<file path="src/rtl/ibr_pkg.sv">
package ibr_pkg;
  localparam int BUSY_BIT  = 31;
  localparam int WRITE_BIT = 28;
  localparam int OVR_BIT   = 27;
  localparam int TMO_BIT   = 26;

  // Compose the command register read view from its state bits.
  function automatic logic [31:0] cmd_view(input logic busy, input logic we,
                                           input logic ovr, input logic tmo,
                                           input logic [31:0] addr_ext);
    logic [31:0] v;
    v = addr_ext;
    v[BUSY_BIT]  = busy;
    v[WRITE_BIT] = we;
    v[OVR_BIT]   = ovr;
    v[TMO_BIT]   = tmo;
    return v;
  endfunction

  // Number of busy cycles an access lasts for a given ack latency.
  function automatic int busy_span(input int ack_lat, input int limit);
    if (ack_lat == 0 || ack_lat > limit) return limit;
    return ack_lat;
  endfunction
endpackage

</file>
<file path="src/rtl/ibr_host_decode.sv">
module ibr_host_decode #(
  parameter int HOST_AW  = 4,
  parameter int DATA_OFS = 0,
  parameter int CMD_OFS  = 4
) (
  input  logic               host_wr_en,
  input  logic [HOST_AW-1:0] host_addr,
  input  logic               busy,
  output logic               data_wr_ok,
  output logic               data_wr_drop,
  output logic               cmd_accept,
  output logic               cmd_overrun
);
  logic hit_data, hit_cmd;

  assign hit_data     = host_wr_en && (host_addr == HOST_AW'(DATA_OFS));
  assign hit_cmd      = host_wr_en && (host_addr == HOST_AW'(CMD_OFS));
  assign data_wr_ok   = hit_data && !busy;
  assign data_wr_drop = hit_data && busy;
  assign cmd_accept   = hit_cmd && !busy;
  assign cmd_overrun  = hit_cmd && busy;
endmodule

</file>
<file path="src/rtl/ibr_watchdog.sv">
module ibr_watchdog #(
  parameter int LIMIT = 64,
  localparam int CW = $clog2(LIMIT + 1)
) (
  input  logic clk,
  input  logic rst_n,
  input  logic start,
  input  logic run,
  input  logic hit,
  output logic expire
);
  logic [CW-1:0] cnt_q;

  assign expire = run && !hit && (cnt_q == CW'(LIMIT - 1));

  always_ff @(posedge clk or negedge rst_n) begin
    if (!rst_n)      cnt_q <= '0;
    else if (start)  cnt_q <= '0;
    else if (run && !expire) cnt_q <= cnt_q + 1'b1;
  end
endmodule

</file>
<file path="src/rtl/ibr_seq.sv">
module ibr_seq #(
  parameter int IAW = 16
) (
  input  logic           clk,
  input  logic           rst_n,
  input  logic           cmd_accept,
  input  logic           cmd_overrun,
  input  logic           cmd_we,
  input  logic [IAW-1:0] cmd_addr,
  input  logic           inner_ack,
  input  logic           wdog_expire,
  output logic           busy,
  output logic           we,
  output logic [IAW-1:0] addr,
  output logic           ovr,
  output logic           tmo,
  output logic           access_done,
  output logic           read_capture
);
  logic busy_q, we_q, ovr_q, tmo_q;
  logic [IAW-1:0] addr_q;
  logic force_done;

  assign access_done  = busy_q && inner_ack;
  assign force_done   = busy_q && wdog_expire;
  assign read_capture = access_done && !we_q;

  always_ff @(posedge clk or negedge rst_n) begin
    if (!rst_n) begin
      busy_q <= 1'b0;
      we_q   <= 1'b0;
      addr_q <= '0;
      ovr_q  <= 1'b0;
      tmo_q  <= 1'b0;
    end else begin
      if (cmd_accept) begin
        busy_q <= 1'b1;
        we_q   <= cmd_we;
        addr_q <= cmd_addr;
        ovr_q  <= 1'b0;
        tmo_q  <= 1'b0;
      end else begin
        if (access_done || force_done) busy_q <= 1'b0;
        if (force_done)  tmo_q <= 1'b1;
        if (cmd_overrun) ovr_q <= 1'b1;
      end
    end
  end

  assign busy = busy_q;
  assign we   = we_q;
  assign addr = addr_q;
  assign ovr  = ovr_q;
  assign tmo  = tmo_q;
endmodule

</file>
<file path="src/rtl/ibr_bridge.sv">
module ibr_bridge #(
  parameter int HOST_AW     = 4,
  parameter int IAW         = 16,
  parameter int WDOG_CYCLES = 64
) (
  input  logic               clk,
  input  logic               rst_n,
  input  logic               host_wr_en,
  input  logic [HOST_AW-1:0] host_addr,
  input  logic [31:0]        host_wdata,
  output logic [31:0]        host_rdata,
  output logic               inner_req,
  output logic               inner_we,
  output logic [IAW-1:0]     inner_addr,
  output logic [31:0]        inner_wdata,
  input  logic               inner_ack,
  input  logic [31:0]        inner_rdata
);
  import ibr_pkg::*;
  localparam int DATA_OFS = 0;
  localparam int CMD_OFS  = 4;

  logic data_wr_ok, data_wr_drop, cmd_accept, cmd_overrun;
  logic busy, we, ovr, tmo, access_done, read_capture, wdog_expire;
  logic [IAW-1:0] addr;
  logic [31:0] data_q;
  logic cmd_unused;

  assign cmd_unused = ^{host_wdata[31:WRITE_BIT+1], host_wdata[WRITE_BIT-1:IAW]};

  ibr_host_decode #(.HOST_AW(HOST_AW), .DATA_OFS(DATA_OFS), .CMD_OFS(CMD_OFS)) dec_i (
    .host_wr_en  (host_wr_en),
    .host_addr   (host_addr),
    .busy        (busy),
    .data_wr_ok  (data_wr_ok),
    .data_wr_drop(data_wr_drop),
    .cmd_accept  (cmd_accept),
    .cmd_overrun (cmd_overrun)
  );

  ibr_watchdog #(.LIMIT(WDOG_CYCLES)) wdog_i (
    .clk   (clk),
    .rst_n (rst_n),
    .start (cmd_accept),
    .run   (busy),
    .hit   (inner_ack),
    .expire(wdog_expire)
  );

  ibr_seq #(.IAW(IAW)) seq_i (
    .clk         (clk),
    .rst_n       (rst_n),
    .cmd_accept  (cmd_accept),
    .cmd_overrun (cmd_overrun),
    .cmd_we      (host_wdata[WRITE_BIT]),
    .cmd_addr    (host_wdata[IAW-1:0]),
    .inner_ack   (inner_ack),
    .wdog_expire (wdog_expire),
    .busy        (busy),
    .we          (we),
    .addr        (addr),
    .ovr         (ovr),
    .tmo         (tmo),
    .access_done (access_done),
    .read_capture(read_capture)
  );

  always_ff @(posedge clk or negedge rst_n) begin
    if (!rst_n)            data_q <= '0;
    else if (data_wr_ok)   data_q <= host_wdata;
    else if (read_capture) data_q <= inner_rdata;
  end

  always_comb begin
    if (host_addr == HOST_AW'(DATA_OFS))
      host_rdata = data_q;
    else if (host_addr == HOST_AW'(CMD_OFS))
      host_rdata = cmd_view(busy, we, ovr, tmo, {{(32-IAW){1'b0}}, addr});
    else
      host_rdata = '0;
  end

  assign inner_req   = busy;
  assign inner_we    = we;
  assign inner_addr  = addr;
  assign inner_wdata = data_q;
endmodule

</file>
<file path="config.mk">
export PLATFORM = sky130hd
export DESIGN_NAME = ibr_bridge
export DESIGN_NICKNAME = d
export VERILOG_FILES = /design/src/rtl/ibr_pkg.sv /design/src/rtl/ibr_host_decode.sv /design/src/rtl/ibr_watchdog.sv /design/src/rtl/ibr_seq.sv /design/src/rtl/ibr_bridge.sv
export SDC_FILE = /design/constraint.sdc
export NUM_CORES = 1
export LEC_CHECK = 0
export ABC_AREA = 1
export BUFFER_PORTS_ARGS = -buffer_cell sky130_fd_sc_hd__buf_2
export CORE_MARGIN = 8
export CORE_UTILIZATION = 30
export DETAILED_ROUTE_END_ITERATION = 10
export HOLD_SLACK_MARGIN = 0.12
export SYNTH_ARGS = -nofsm -noshare
export SYNTH_HDL_FRONTEND = slang
export SYNTH_SLANG_ARGS = --single-unit
</file>
<file path="constraint.sdc">
create_clock -name clk -period 1.3 [get_ports clk]
set_clock_uncertainty 0.1 [all_clocks]
set_input_delay 0.195 -clock clk [delete_from_list [all_inputs] [get_ports clk]]
set_output_delay 0.195 -clock clk [all_outputs]
set_load 0.02 [all_outputs]
</file>
Word-level counts from Yosys, hierarchy flattened
Cells that the tools add are included.
{"block": "classes", "n_addsub": 1, "eq_ne": 2, "muxes": 12, "n_reduce_logical": 22}
{"cell": "32-bit two-way mux", "count": 4}
{"cell": "7-bit two-way mux", "count": 2}
{"cell": "1-bit logical AND", "count": 11}
{"cell": "2-bit nonzero test", "count": 5}
{"cell": "7-bit by 1-bit adder with 7-bit output, second input constant", "count": 1}
{"cell": "7-bit by 6-bit equality test with 1-bit output, second input constant", "count": 1}
{"cell": "1-bit two-way mux", "count": 6}
{"cell": "4-bit by 3-bit equality test with 1-bit output, second input constant", "count": 1}
{"cell": "1-bit zero test", "count": 4}
{"cell": "4-bit zero test", "count": 1}
{"cell": "1-bit logical OR", "count": 1}
{"block": "word_totals", "ff_bits": 59, "output_inout_bits": 82}

Depth between registers and ports, before layout
Gate-level depths: netlist of the first run.
{"block": "logic_depth", "ltp_word": 7, "depth_mapped": 8, "mapped_depth_nobuf": 8}

By module
Synthesis of the first run repeated with hierarchy kept, for this count alone.
{"block": "unflattened", "hier_cells": 437, "area_unflattened_um2": 3258.1}
{"mod": "ibr_bridge", "instances": 1, "cells_per_inst": 274, "area_per_inst_um2": 1964.4}
{"mod": "ibr_seq", "instances": 1, "cells_per_inst": 87, "area_per_inst_um2": 785.8}
{"mod": "ibr_watchdog", "instances": 1, "cells_per_inst": 65, "area_per_inst_um2": 459.2}
{"mod": "ibr_host_decode", "instances": 1, "cells_per_inst": 11, "area_per_inst_um2": 48.8}

Least setup slack after synthesis of the first run
No wires, ideal clock.
{"block": "synth_path", "path_type": "register -> register", "from": "reg wdog_i.cnt_q[0]", "to": "reg wdog_i.cnt_q[5]", "setup_ns": 0.117, "arrival_ns": 1.155, "setup_slack_ns": -0.072, "stages_incl_launch_ff": 9, "path_buffers": 0, "period_less_slack_ns": 1.372, "cell_sequence": "dfrtp_1 -> ha_1 -> nand3_2 -> inv_1 -> nand3_2 -> nand2_2 -> inv_2 -> nand3_1 -> nand2_1"}
{"block": "synth_between", "elab_chain_cells": 5, "word_cells_on_any_way": 8, "cone_classes": "add/sub (1); eq/ne (1); mux (2); reduce/logical (4)"}
{"item": "from (decl)", "line": "ibr_watchdog.sv:12", "rtl": "logic [CW-1:0] cnt_q;"}
{"item": "from (signal assigned)", "line": "ibr_watchdog.sv:19", "rtl": "else if (run && !expire) cnt_q <= cnt_q + 1'b1;"}
{"item": "parallel branches: the longest is 5 deep, another holds 7-bit by 1-bit adder with 7-bit output"}
Parallel ways; which one is timed is not known. The select of a mux whose other input is x is not followed.
A chain may end at the register's enable or synchronous reset.

Worst setup path after layout of the first run
{"block": "layout_path", "from": "reg seq_i.busy_q (netlist: seq_i.busy)", "to": "reg data_q[29] (netlist: inner_wdata[29])"}
{"block": "layout_between", "elab_chain_cells": 3, "word_cells_on_any_way": 6, "cone_classes": "mux (1); reduce/logical (5)"}
{"item": "from (decl)", "line": "ibr_seq.sv:20", "rtl": "logic busy_q, we_q, ovr_q, tmo_q;"}
{"item": "from (signal assigned)", "line": "ibr_seq.sv:30", "rtl": "busy_q <= 1'b0;"}
{"item": "from (signal assigned)", "line": "ibr_seq.sv:37", "rtl": "busy_q <= 1'b1;"}
{"item": "from (signal assigned)", "line": "ibr_seq.sv:43", "rtl": "if (access_done || force_done) busy_q <= 1'b0;"}
{"item": "1-bit zero test / 1-bit logical AND (equally long branches)", "line": "ibr_host_decode.sv:18, ibr_seq.sv:24"}
{"item": "1-bit logical AND (on tied branches)", "line": "ibr_host_decode.sv:18, ibr_seq.sv:26"}
{"item": "32-bit two-way mux / 2-bit nonzero test (equally long branches)"}
{"item": "to (signal assigned)", "line": "ibr_bridge.sv:70", "rtl": "else if (data_wr_ok) data_q <= host_wdata;"}
{"item": "to (signal assigned)", "line": "ibr_bridge.sv:71", "rtl": "else if (read_capture) data_q <= inner_rdata;"}
{"item": "to (decl)", "line": "ibr_bridge.sv:26", "rtl": "logic [31:0] data_q;"}
Several ways; a longest one is shown, not always the timed one.

==> impl_results.md, run 1 <==
- Site Rows: 36
- Worst slew margin: 72.6%
- Critical Path Most Common Cell: buf_6
- DRC viols: 0
- Crit path DAT: 1.59 ns
- IO Pins: 154
- Reg2reg setup slack: -0.21 ns
- Yosys top cell area share: 50.1%
- Fraction of registers with async set or reset after synthesis: 100%
- Post-route insts no fill: 783
- Die height: 115 µm
- Final ANT Viol Nets: 0
- Skew-Pair Late Insertion Delay: 0.33 ns
- Port Buffers: 153
- Overflow after GRT: 0
- Worst-case reg-to-reg path depth: 7
- CP max FO: 6
- Failing checks: setup timing
- Initial Utilization: 30.6%
- Hold Vio Cnt, Final: 0
- Max-slew violation count: 0
- Area Growth Syn to Fin: 109%
- Post-Syn Instances: 355
- Achievable clock frequency: 0.664 GHz
- Seq/Total Area, Yosys: 50.1%
- CTS Buf Count: 9
- Netlist cell types: 24
- Fin crit period: 1.51 ns
- Max Used Layer: met4
- Reg2reg end: inner_wdata[29]
- CTS Sinks: 59
- Synth Flop Type: dfrtp_1
- Largest area contributor in the netlist: dfrtp_1
- GRT Overall Usage: 19.7%
- Core area: 9640 µm²
- Vias: 3701
- Vias in the first global route: 3979
- Worst vdd ir: 676 µV
- Area after DPL: 4110 µm²
- Critical-path top delay cell: dfrtp_2
- First DRT Iteration DRCs: 229
- Min-Delay Path Class: input port to flip-flop
- Hold Crit Depth: 4
- Final worst slack: -0.206 ns
- Dominant cells by area after synthesis: dfrtp_1, nand2_1, inv_1
- Final Cell Area: 6170 µm²
- WP data required: 1.39 ns
- Status: finished, violations left
- Period utilization: 116%
- Worst r2r src: seq_i.busy
- WL met2: 6990 µm
- Post-synth EDFFs: 0
- Nature of the critical path endpoint: flip-flop
- CP Launch Type: flip-flop
- Die area: 13200 µm²
- Commonest non-fill, non-tap cell in the layout: buf_2
- P per Cell Area: 1290 nW/µm²
- Die width: 115 µm
- Nets: 717
- Initial antenna violation count: 1
- Met1 Wirelength: 5530 µm
- Pin count of the biggest net entering global routing: 32
- Worst hold path endpoint: seq_i.busy
- CTS root buf: clkbuf_8
- Dpl cells: 656
- #FFs+latches synth: 59
- CTS clock-pin slew for the worst setup and hold paths: 0.07 ns
- Clock tree buffer depth: 2
- First-pass GRT wire length: 20500 µm
- Share of cells above drive strength 1: 51.2%
- GPL Wtd Cong: 0.845
- Setup violators final: 86
- Net Count, Synth: 428
- RSZ-0062 raised after global routing: yes
- DR vias/cell: 4.73
- Worst path max stage delay: 0.41 ns
- Ys Warns: 0
- WL/cell: 17.4 µm
- CTS tree: done
- Pleak: 2.90 nW
- Worst min-delay path startpoint: inner_ack
- WS Path Type: flip-flop to flip-flop
- Pre-CTS WS: -0.230 ns
- Cts hold-fix bufs: 66
- CP startpoint: seq_i.busy
- DR WL met3: 877 µm
- H-tree depth: 3
- Routed WL: 13700 µm
- Most frequent cells in the layout: buf_2, nand2_1, dlygate4sd3_1
- Max-cap viol count: 0
- First drt pass iteration count: 4
- DP Wirelength: 7740 µm
- Fillers: 743
- Post-synthesis area per instance: 8.30 µm²
- Crit path cell chain: buf_6 > nor2_4 > nand3_4 > nand2_4 > buf_6 > buf_12 > o211ai_1
- Worst slew pin tran: 0.411 ns
- Mapped cell area: 2950 µm²
## state kept, by name, summed over array words and instances, names as in the netlist
register      flops
seq_i.busy        1
seq_i.ovr         1
inner_wdata      32
seq_i.addr       16
seq_i.we          1
wdog_i.cnt_q      7
seq_i.tmo         1
## power breakdown
group	total, mW	leakage (nW)	switching, mW	internal [mW]
Combinational	3.60	2.09	1.90	1.70
Clock	1.68	0.0950	0.798	0.878
Sequential	2.69	0.719	0.350	2.33
Total	7.96	2.90	3.05	4.91
## through the flow
step	power (mW)	TNS [ns]	util [%]	hold WS (ns)
4_1_cts	7.63	-7.26	60.9	0.0267
5_1_grt	8.38	-13.74	64.0	0.0715
2_1_floorplan	3.96	-1.21	-	-0.201
3_3_place_gp	4.95	-6.03	42.7	0.137
6_report	7.96	-8.92	64.0	0.0545
3_5_place_dp	4.98	-7.45	42.7	0.136
## layer usage
| layer | track usage, % | up-vias |
|---|---|---|
| li1 | - | 1735 |
| met4 | 7.88 | 0 |
| met3 | 5.51 | 22 |
| met5 | 0 | - |
| met2 | 33.9 | 163 |
| met1 | 22.5 | 1781 |
## critical path, delay by kind of cell (launching register included)
family	cells	cell delay, ns
compound gates	1	0.11
flops	1	0.41
buf+inv	3	0.38
simple gates	3	0.36
## cell families after synthesis
kind of cell,Yosys count,synth area share (%)
XOR/XNOR,3,0.892
flip-flops,59,50.1
buffers and inverters,78,12.1
adder cells (fa/ha/maj),1,0.425
AO/OA/AOI/OAI,73,16.6
AND/OR/NAND/NOR,141,19.8
## Yosys cell counts (2+ instances only)
master,number
nand2_1,101
dfrtp_1,59
inv_1,57
o211ai_1,28
o22ai_1,20
o21ai_0,16
nand3_1,15
nor2_1,15
buf_4,6
buf_2,5
nor2_2,4
o211ai_2,4
clkbuf_1,3
inv_2,3
nand3_2,3
o21ai_1,3
a21oi_1,2
buf_6,2
clkbuf_8,2
nand2_2,2
xnor2_1,2
## final cells by class
type                            instances  area, µm²  area share, %
Sequential cell                        59       1480           24.0
Clock inverter                          7       68.8           1.12
Clock buffer                            9        124           2.01
Timing Repair Buffer                  295       2600           42.2
Tap cell                              133        166           2.70
Inverter                               60        238           3.85
Antenna cell                            1       2.50         0.0406
Multi-Input combinational cell        219       1490           24.2
## how the worst max path moves through the flow
| stage | slack [ns] | cells after the start | to |
|---|---|---|---|
| floorplan | -0.03 | 4 | host_rdata[11] |
| global placement | -0.22 | 6 | host_rdata[31] |
| global route | -0.25 | 7 | inner_wdata[29] |
| detailed placement | -0.23 | 6 | host_rdata[31] |
| finish | -0.21 | 7 | inner_wdata[29] |
| CTS | -0.15 | 7 | inner_wdata[25] |
## timing repair
item,CTS,global route
gates cloned,4,3
gates resized for setup,161,56
hold endpoints to repair,110,1
buffers inserted,33,4
endpoints found under the setup margin,70,101
pin swaps,33,15
(Power assumes the default switching activity.)
==> run 2, diff against run 1 <==
Settings changed: PLACE_DENSITY_LB_ADDON from default to 0.08.
Clock period 1.3 ns to 1.93 ns, I/O delays scaled along.
==> run 2 against run 1 <==
Net effect:
- the flow now finishes without violations
- final cell count is 8.2% lower
- setup slack better by 0.43 ns
- sequential share of layout area is 7.2 points higher
- critical path type is now flip-flop to primary output
- largest cell class unchanged
- sequential power is 35% lower
- critical endpoint is now host_rdata[31]
- clock power is 40% lower
- count of clock-buffer cells in the layout is 3 higher
- combinational power is 56% lower
==> impl_results.md, run 2 (synthesis gave the netlist of run 1 again) <==
- Status: completed
- Final ANT Viol Nets: 0 (unchanged)
- CTS Sinks: 59 (unchanged)
- Min-Delay Path Class: input port to flip-flop
- Nets: 654 (-8.8%)
- Worst-case reg-to-reg path depth: 5 (-2)
- Vias: 3234 (-13%)
- CP max FO: 6 (unchanged)
- P per Cell Area: 922 nW/µm² (-29%)
- Max FFs per register: 32 (unchanged)
- Die height: 115 µm (unchanged)
- Resized cells post-CTS: 0 (-100%)
- IO Pins: 154 (unchanged)
- Nature of the critical path endpoint: primary output
- Core area: 9640 µm² (unchanged)
- Post-CTS setup repair buffer count: 0 (-100%)
- Worst r2r src: seq_i.busy
- DP Wirelength: 7740 µm (about the same)
- Worst slew margin: 65.9% (-6.8 points)
- Worst hold path endpoint: seq_i.ovr
- CTS root buf: clkbuf_8
- DRC viols: 0 (unchanged)
- Share of cells above drive strength 1: 33.8% (-17 points)
- Die width: 115 µm (unchanged)
- Reg2reg setup slack: 0.28 ns (+0.49 ns)
- Clock tree buffer depth: 2 (unchanged)
- CTS Buf Count: 9 (unchanged)
- Worst min-delay path startpoint: host_wr_en
- Fin crit period: 1.70 ns
- Final hold slack: 0.222 ns (+0.167 ns)
- GRT Overall Usage: 16.5% (-3.2 points)
- Port Buffers: 153 (unchanged)
- First-pass GRT wire length: 17200 µm (-16%)
- Initial Utilization: 30.6% (unchanged)
- GPL Wtd Cong: 0.786 (-7.0%)
- CP Launch Type: flip-flop
- First drt pass iteration count: 4 (unchanged)
- Area after DPL: 3900 µm² (-5.1%)
- Max-slew violation count: 0 (unchanged)
- H-tree depth: 3 (unchanged)
- Commonest non-fill, non-tap cell in the layout: buf_2
- Worst slew pin tran: 0.512 ns (+0.101 ns)
- WL/cell: 15.1 µm (-13%)
- WP data required: 1.54 ns (+0.15 ns)
- Achievable clock frequency: 0.587 GHz
- DR vias/cell: 4.50 (-4.8%)
- Cts hold-fix bufs: 65 (-1.5%)
- Pin count of the biggest net entering global routing: 33 (+3.1%)
- Final Cell Area: 4740 µm² (-23%)
- Vias in the first global route: 3386 (-15%)
- Worst vdd ir: 388 µV (-43%)
- Area Growth Syn to Fin: 61.0%
- Routed WL: 10900 µm (-20%)
- Initial antenna violation count: 0 (-1)
- Hold Vio Cnt, Final: 0 (unchanged)
- Total power: 4.37 mW (-45%)
- Inserted Diodes: 0 (-1)
- Overflow after GRT: 0 (unchanged)
- Most frequent cells in the layout: buf_2, nand2_1, dlygate4sd3_1
- Fin Setup TNS: 0 ns (+8.92 ns)
- Site Rows: 36 (unchanged)
- First DRT Iteration DRCs: 227 (-0.87%)
- CTS tree: done
- CTS clock-pin slew for the worst setup and hold paths: 0.07 ns (about the same)
- Die area: 13200 µm² (unchanged)
- Hold Crit Depth: 3 (-1)
- Pleak: 2.43 nW (-16%)
- RSZ-0062 raised after global routing: no
- WS Path Type: flip-flop to primary output
- Period utilization: 88.2%
- Setup violators final: 0 (-100%)
- Reg2reg end: inner_wdata[26]
- Skew-Pair Late Insertion Delay: 0.33 ns (about the same)
- Max-cap viol count: 0 (unchanged)
- Crit path DAT: 1.31 ns (-0.28 ns)
## run 2: changes by cell type in the layout (fill, tap and decap cells not counted), sizes merged
cell	before	now
buf	226	167
clkinv	4	2
bufinv	1	0
diode	1	0
nand2	104	103
## run 2: how the worst max path moves through the flow
stage	startpoint	endpoint	cells after the start
6_report	seq_i.busy	host_rdata[31]	3
5_1_grt	host_addr[1]	host_rdata[15]	6
4_1_cts	seq_i.busy	host_rdata[31]	3
3_5_place_dp	host_addr[1]	host_rdata[15]	6
3_3_place_gp	seq_i.busy	inner_wdata[26]	5
2_1_floorplan	host_addr[1]	host_rdata[11]	4
## run 2: per-layer routing
metal	vias up	wire, µm	global-route usage [%]
li1	1599	-	-
met1	1488	4780	20.1
met2	135	5020	26.7
met3	12	896	4.99
met4	0	181	6.48
met5	-	0	0
## run 2: cell type report
type                    count  area [µm²]
multi-input cells         218        1110
clock inverters             4        25.0
repair buffers            233        1580
well taps                 133         166
fillers                   953        4900
clock buffers              12         155
inverters                  60         225
flip-flops and latches     59        1480
## run 2: through the flow
stage               utilization, %  setup slack (ns)  cells
floorplan                        -             0.407    355
global placement              40.5             0.291    637
detailed placement            40.5             0.259    637
CTS                           49.1             0.228    718
global route                  49.2             0.174    719
finish                        49.2             0.227    719
## run 2: power by group
group          internal [mW]  total (mW)  switching [mW]
Clock                  0.531        1.01           0.480
Combinational          0.617        1.60           0.981
Sequential              1.57        1.76           0.193
Total                   2.72        4.37            1.65
## run 2: critical path, stage by stage (launching register included)
cell	delay [ns]
dfrtp_1	0.49
inv_1	0.15
o22ai_1	0.15
buf_2	0.19
==> run 3, diff against run 2 <==
Settings changed: CELL_PAD_IN_SITES_DETAIL_PLACEMENT from default to 1, CELL_PAD_IN_SITES_GLOBAL_PLACEMENT from default to 2, CORE_UTILIZATION 30 to 26.
==> run 3 against run 2 <==
Net effect:
- routed wire length increased by 13%
- clock power increased by 67%
- sequential power about the same
- register-to-register slack improved by 0.04 ns
- final cell count increased by 0.83%
- cell area increased by 1.9%
- power increased by 16%
- die area increased by 13%
- non-clock buffer count decreased by 4
- critical path type is now input port to primary output
- critical endpoint is now host_rdata[28]
- largest cell class unchanged
- largest power group unchanged
- highest routed layer unchanged
==> impl_results.md, run 3 (synthesis gave the netlist of run 1 again) <==
- DP Wirelength: 8570 µm (+11%)
- P per Cell Area: 1050 nW/µm² (+14%)
- Routing usage on met1: 20.8% (+0.73 points)
- P_sw: 1.78 mW (+7.3%)
- Worst vdd ir: 459 µV (+18%)
- Max-slew violation count: 0 (unchanged)
- Initial Utilization: 26.3% (-4.3 points)
- Achievable clock frequency: 0.567 GHz (-3.5%)
- Overflow after GRT: 0 (unchanged)
- Skew-Pair Late Insertion Delay: 0.32 ns (about the same)
- Area after DPL: 3890 µm² (-0.19%)
- CTS root buf: clkbuf_16
- Worst slew margin: 76.7% (+11 points)
- WL/cell: 16.9 µm (+12%)
- DR vias/cell: 4.48 (-0.46%)
- CTS clock-pin slew for the worst setup and hold paths: 0.05 ns (-0.02 ns)
- First DRT Iteration DRCs: 92 (-59%)
- Core area: 11200 µm² (+16%)
- IO Pins: 154 (unchanged)
- CTS Sinks: 59 (unchanged)
- Die area: 15000 µm² (+13%)
- Pleak: 2.48 nW (+1.9%)
- Comb pwr share: 31.9% (-4.6 points)
- Met2 Resource Use GR: 28.2% (+1.5 points)
- Fin Setup TNS: 0 ns (unchanged)
- Clock tree buffer depth: 2 (unchanged)
- GRT met3 Usage: 3.54% (-1.4 points)
- Routed WL: 12200 µm (+13%)
- Most frequent cells in the layout: buf_2, nand2_1, dlygate4sd3_1
- GPL Wtd Cong: 0.766 (-2.5%)
- Switching Fraction: 34.9% (-2.9 points)
- Nets: 650 (-0.61%)
- Final Cell Area: 4830 µm² (+1.9%)
- Share of cells above drive strength 1: 33.8% (+0.060 points)
- CP max FO: 32 (+26)
- Max-cap viol count: 0 (unchanged)
- Vias in the first global route: 3651 (+7.8%)
- Final hold slack: 0.139 ns (-0.0825 ns)
- CTS tree: done
- Inserted Diodes: 0 (unchanged)
- First drt pass iteration count: 4 (unchanged)
- Resized cells post-CTS: 0 (unchanged)
- Die width: 122 µm (+6.4%)
- Status: completed
- CTS Buf Count: 9 (unchanged)
- Fin crit period: 1.76 ns (+0.0612 ns)
- First-pass GRT wire length: 19500 µm (+13%)
- Top Usage Layer GRT: met2
- Hold Vio Cnt, Final: 0 (unchanged)
- Min-Delay Path Class: input port to flip-flop
- Reg power frac: 34.9% (-5.4 points)
- Internal power: 3.31 mW (+21%)
- Max FFs per register: 32 (unchanged)
- Commonest non-fill, non-tap cell in the layout: buf_2
- DRC viols: 0 (unchanged)
- Power share of the clock group: 33.2% (+10 points)
- CP Launch Type: input port
- GRT Overall Usage: 16.7% (+0.21 points)
- Hold Crit Depth: 3 (unchanged)
- Crit path DAT: 1.37 ns (+0.06 ns)
- RSZ-0062 raised after global routing: no
- Final ANT Viol Nets: 0 (unchanged)
- Pin count of the biggest net entering global routing: 60 (+82%)
- H-tree depth: 3 (unchanged)
- Worst slew pin tran: 0.350 ns (-0.162 ns)
- Vias: 3246 (+0.37%)
- WP data required: 1.54 ns (about the same)
- Initial antenna violation count: 0 (unchanged)
- Setup violators final: 0 (unchanged)
- Area Growth Syn to Fin: 64.1%
- Nature of the critical path endpoint: primary output
- Period utilization: 91.4% (+3.2 points)
- WS Path Type: input port to primary output
- Site Rows: 39 (+8.3%)
- Port Buffers: 153 (unchanged)
- Worst-case reg-to-reg path depth: 8 (+3)
- Die height: 122 µm (+6.4%)
-- run 3: metrics by stage --
| stage | power, mW | utilization, % | setup WS, ns | cells |
|---|---|---|---|---|
| floorplan | 2.67 | - | 0.407 | 355 |
| global route | 5.38 | 43.1 | 0.125 | 725 |
| detailed placement | 3.34 | 34.7 | 0.186 | 646 |
| CTS | 5.16 | 43.1 | 0.187 | 725 |
| global placement | 3.32 | 34.7 | 0.286 | 646 |
| finish | 5.08 | 43.1 | 0.166 | 725 |
-- run 3: what timing repair did --
| action | in CTS | in global routing |
|---|---|---|
| hold buffers | 63 | 0 |
| setup buffers | 0 | 0 |
| hold endpoints to repair | 105 | 0 |
-- run 3: final cells by class --
class	instances	area (µm²)
fillers	1373	6390
repair buffers	229	1530
flip-flops and latches	59	1480
multi-input cells	218	1110
clock buffers	10	229
inverters	60	225
well taps	143	179
clock inverters	6	80.1
-- run 3: worst paths after layout --
| path | startpoint | end | slack, ns |
|---|---|---|---|
| max | host_addr[1] | host_rdata[28] | 0.17 |
| min | inner_rdata[27] | inner_wdata[27] | 0.14 |
| max reg2reg | wdog_i.cnt_q[0] | wdog_i.cnt_q[4] | 0.32 |
| min reg2reg | wdog_i.cnt_q[6] | wdog_i.cnt_q[6] | 0.43 |
| max in group asynchronous | rst_n | wdog_i.cnt_q[0] | 1.04 |
| min in group asynchronous | rst_n | inner_wdata[23] | 0.40 |
-- run 3: power by group through the flow --
stage	Clock, mW	Sequential (mW)	Combinational (mW)
floorplan	0	2.15	0.511
global placement	0	1.78	1.54
detailed placement	0	1.79	1.54
CTS	1.73	1.78	1.65
global route	1.78	1.82	1.78
finish	1.69	1.77	1.62
-- run 3: worst max-delay path: stages --
cell and delay (ns):
buf_2 0.10, nor2_2 0.22, nand2_1 0.14, buf_12 0.19, o22ai_1 0.22, buf_2 0.21
-- run 3: layer usage --
layer	vias up	share of wire [%]
met1	1540	45
met2	99	47
met3	12	6.3
li1	1595	-
met4	0	1.2
met5	-	0
